### config.mk
export PLATFORM = sky130hd
export DESIGN_NAME = wprot_status_unit
export DESIGN_NICKNAME = d
export VERILOG_FILES = /design/src/rtl/wprot_pkg.sv /design/src/rtl/wprot_latch.sv /design/src/rtl/wprot_nv.sv /design/src/rtl/wprot_pin_snap.sv /design/src/rtl/wprot_status_unit.sv
export SDC_FILE = /design/constraint.sdc
export NUM_CORES = 1
export LEC_CHECK = 0
export BUFFER_PORTS_ARGS = -buffer_cell sky130_fd_sc_hd__buf_2
export CORE_AREA = 3 3 40 42
export DETAILED_ROUTE_END_ITERATION = 6
export DIE_AREA = 0 0 43 45
export PLACE_DENSITY = 0.69
export SLEW_MARGIN = 20
export SYNTH_ARGS = -nofsm -noshare
export SYNTH_HDL_FRONTEND = slang
export SYNTH_HIERARCHICAL = 1
export SYNTH_SLANG_ARGS = --single-unit
### constraint.sdc
create_clock -name clk -period 2.51 [get_ports clk]
set_input_delay 0.753 -clock clk [delete_from_list [all_inputs] [get_ports clk]]
set_output_delay 0.753 -clock clk [all_outputs]
set_load 0.03 [all_outputs]
### src/rtl/wprot_pkg.sv
package wprot_pkg;

    typedef enum logic [1:0] {
        RANGE_NONE = 2'b00,
        RANGE_QTR  = 2'b01,
        RANGE_HALF = 2'b10,
        RANGE_ALL  = 2'b11
    } range_e;

    typedef struct packed {
        logic   guard;
        range_e rng;
    } nv_t;

    localparam int GUARD_POS = 7;
    localparam int RNG_HI    = 3;
    localparam int RNG_LO    = 2;

    // true when an address whose top two bits are 'top' is shielded
    function automatic logic range_hit(range_e r, logic [1:0] top);
        case (r)
            RANGE_NONE: return 1'b0;
            RANGE_QTR:  return (top == 2'b11);
            RANGE_HALF: return top[1];
            default:    return 1'b1;
        endcase
    endfunction

    function automatic logic [7:0] pack_status(nv_t nv, logic lat);
        return {nv.guard, 1'b1, 2'b00, nv.rng, lat, 1'b0};
    endfunction

    function automatic nv_t unpack_nv(logic [7:0] d);
        nv_t n;
        n.guard = d[GUARD_POS];
        n.rng   = range_e'(d[RNG_HI:RNG_LO]);
        return n;
    endfunction

endpackage

### src/rtl/wprot_latch.sv
module wprot_latch (
    input  logic clk,
    input  logic rst,
    input  logic set_i,
    input  logic clr_i,
    output logic q_o
);
    logic q;

    always_ff @(posedge clk) begin
        if (rst)        q <= 1'b0;
        else if (clr_i) q <= 1'b0;
        else if (set_i) q <= 1'b1;
    end

    assign q_o = q;
endmodule

### src/rtl/wprot_nv.sv
module wprot_nv
    import wprot_pkg::*;
#(
    parameter logic [2:0] NV_INIT = 3'b000
) (
    input  logic       clk,
    input  logic       we_i,
    input  logic [7:0] data_i,
    output nv_t        nv_o
);
    // power-up value only; no reset input imitates nonvolatile cells
    nv_t nv_q = nv_t'(NV_INIT);

    always_ff @(posedge clk) begin
        if (we_i) nv_q <= unpack_nv(data_i);
    end

    assign nv_o = nv_q;
endmodule

### src/rtl/wprot_pin_snap.sv
module wprot_pin_snap (
    input  logic clk,
    input  logic rst,
    input  logic start_i,
    input  logic pin_n_i,
    output logic snap_n_o
);
    logic snap;

    always_ff @(posedge clk) begin
        if (rst)          snap <= 1'b0;
        else if (start_i) snap <= pin_n_i;
    end

    assign snap_n_o = snap;
endmodule

### src/rtl/wprot_status_unit.sv
module wprot_status_unit
    import wprot_pkg::*;
#(
    parameter int         ADDR_W  = 18,
    parameter logic [2:0] NV_INIT = 3'b000
) (
    input  logic              clk,
    input  logic              rst,
    input  logic              set_en_i,
    input  logic              clr_en_i,
    input  logic              st_wr_i,
    input  logic [7:0]        st_data_i,
    input  logic              mem_done_i,
    input  logic              txn_start_i,
    input  logic              lock_n_i,
    input  logic [ADDR_W-1:0] addr_i,
    output logic [7:0]        status_o,
    output logic              mem_wr_ok_o,
    output logic              st_wr_ok_o
);
    localparam int TOP_HI = ADDR_W - 1;

    logic lat;
    logic snap_n;
    nv_t  nv;
    logic lat_clr;
    logic st_ok;

    // any write activity drops the latch; clear beats set
    assign lat_clr = clr_en_i | st_wr_i | mem_done_i;

    wprot_latch u_latch (
        .clk   (clk),
        .rst   (rst),
        .set_i (set_en_i),
        .clr_i (lat_clr),
        .q_o   (lat)
    );

    wprot_pin_snap u_snap (
        .clk      (clk),
        .rst      (rst),
        .start_i  (txn_start_i),
        .pin_n_i  (lock_n_i),
        .snap_n_o (snap_n)
    );

    assign st_ok = lat & ~(nv.guard & ~snap_n);

    wprot_nv #(.NV_INIT(NV_INIT)) u_nv (
        .clk    (clk),
        .we_i   (st_wr_i & st_ok),
        .data_i (st_data_i),
        .nv_o   (nv)
    );

    assign mem_wr_ok_o = lat & ~range_hit(nv.rng, addr_i[TOP_HI -: 2]);
    assign st_wr_ok_o  = st_ok;
    assign status_o    = pack_status(nv, lat);
endmodule

==> metrics.csv <==
metric,value,unit
status,finished clean,
Final Core Density,27.3,%
"area leader, netlist",edfxtp_1,
initial core utilization,19.1,%
GRT overflow,0,
Worst EP arrival,1.32,ns
"IR drop worst, VDD",0.172,mV
top-level I/O count,44,
TritonCTS clock tree,yes,
average cell area after synthesis,10.7,um^2
period utilization,82.8,%
CP Launch Type,input pin,
Worst setup startpoint,addr_i[17],
number of post-CTS setup repair buffers,0,
Sequential Power Share,43.8,%
Port Buffers,18,
Synth Instances,23,
antenna violations before repair,0,
Clock power frac,44.5,%
Pwr per Cell Area,583,nW/um^2
max-cap violations,0,
vias in the first global route,189,
die height,45,um
maximum clock rate,481,MHz
register bit total from synthesis,5,
die footprint,1940,um^2
Placer Congestion,0.621,
distinct cell type count after synthesis,14,
switching share of power,22.6,%
reg2reg start,u_nv/nv_o[2]$_DFFE_PP_,
share of cells above drive strength 1,54.8,%
clock transition at the registers of the reported paths,0.04,ns
setup violators final,0,
Layout fillers,143,
Met3 Routed Length,106,um
Comb pwr share,11.8,%
via/cell ratio,3.70,
TritonCTS Buffers,3,
WHS,0.480,ns
M1 WL,185,um
Die X,43,um
Pint,0.158,mW
Post-CTS Hold Buffers,0,
top sig layer,met3,
ANT cells,0,
crit path capture type,output pin,
Avg WL per Cell,8.16,um
Syn-to-layout area delta,42.9,%
fin. max-slew vios,0,
first-pass GRT wire length,738,um
later-pin clock latency in the skew report,0.24,ns
Synth area leaders,"edfxtp_1 37%, dfxtp_1 16%, buf_4 15%",
Worst Hold Class,register to register,
clock skew after layout,0.00338,ns
Clock Tree Buf Depth,2,
Switch Pwr,0.0461,mW
clock root buffer master,clkbuf_4,
CP Max Fanout,2,
synthesis warning total,6,
Worst Min Path Start,u_snap/snap_n_o$_SDFFE_PP0P_,
Hold Crit Depth,2,
count of final hold-check violations,0,
Initial DRT Pass Iterations,1,
ANT nets after route,0,
"most common cell after layout, fill and taps aside",buf_2,
core footprint,1280,um^2
htree depth,1,
Setup TNS Final,0,ns
worst-case reg-to-reg path depth,2,
Period minus WS final,2.08,ns
"Seq/Total Area, Yosys",53.1,%
area share of the largest cell type after synthesis,36.7,%
DRC,0,
unrepaired setup endpoints after global routing,false,
std cell rows,13,
CTS resizes,0,
synthesized cell area,245,um^2
final WL,465,um
worst hold endpoint,u_snap/snap_n_o$_SDFFE_PP0P_,
DRT iter0 DRCs,0,
met2 WL,173,um
crit path kind,input pin to output pin,
Sink Count,5,
leakage power,0.179,nW
via count,211,
FF-to-FF End,u_nv/nv_o[0]$_DFFE_PP_,
Critical Path RT,1.76,ns
R2R setup slack,1.53,ns
largest net degree at the start of global routing,6,
"leading cell types in the layout, fill and taps excluded","18 x buf_2, 4 x conb_1, 3 x clkbuf_4, 3 x edfxtp_1",
total track usage,5.70,%
nets@finish,77,
==> cell type report <==
cell class / instances / area, um^2 / share of cell area (%)
flip-flops and latches: 5 / 130 / 37.1
repair buffers: 18 / 90.1 / 25.7
multi-input cells: 15 / 85.1 / 24.3
clock buffers: 4 / 26.3 / 7.50
well taps: 15 / 18.8 / 5.36
==> worst max-delay path, stage by stage <==
cell	delay (ns)
buf_2	0.10
o21ai_0	0.12
and3_1	0.16
buf_2	0.19
==> power groups by stage <==
stage | combinational, mW | sequential, mW | clock [mW]
floorplan | 0.0181 | 0.0911 | 0
global placement | 0.0235 | 0.0908 | 0
detailed placement | 0.0241 | 0.0908 | 0
CTS | 0.0241 | 0.0894 | 0.0955
global route | 0.0266 | 0.0896 | 0.0988
finish | 0.0240 | 0.0894 | 0.0908
==> synth_stat cells (all sizes together) <==
library cell	n
nor3	1
mux2i	1
nor2	2
and3	2
nand3	1
buf	5
nand2b	1
o21ai	1
or3	1
dfxtp	2
edfxtp	3
conb	2
and2	1
==> worst max path at each step <==
stage,to,slack [ns]
final,mem_wr_ok_o,0.43
after global routing,mem_wr_ok_o,0.33
after CTS,mem_wr_ok_o,0.43
after detailed placement,mem_wr_ok_o,0.43
after global placement,mem_wr_ok_o,0.46
after floorplan,mem_wr_ok_o,0.56
==> flip-flops by register name, summed over array words and instances, names as in the netlist <==
signal / cells
u_latch/q_o: 1
u_snap/snap_n_o: 1
u_nv/nv_o: 3
==> per-stage QoR <==
| step | instances | area, um^2 | setup slack, ns | power (mW) |
|---|---|---|---|---|
| detailed placement | 53 | 324 | 0.428 | 0.115 |
| finish | 57 | 350 | 0.432 | 0.204 |
| global route | 57 | 350 | 0.329 | 0.215 |
| CTS | 57 | 350 | 0.428 | 0.209 |
| floorplan | 25 | 253 | 0.560 | 0.109 |
| global placement | 53 | 324 | 0.459 | 0.114 |
==> cell families after synthesis <==
logic type / count (synthesis) / share of synthesized area (%)
buf+inv: 5 / 15.3
other cells: 2 / 3.06
mux: 1 / 4.08
flops: 5 / 53.1
simple gates: 9 / 22.5
compound gates: 1 / 2.04
==> routing by layer <==
metal,track usage (%),vias to the layer above
li1,-,106
met1,6.63,86
met2,6.59,19
met3,3.98,0
met4,5.42,0
met5,0,-
Note: power is estimated with default switching activity, not from simulation.
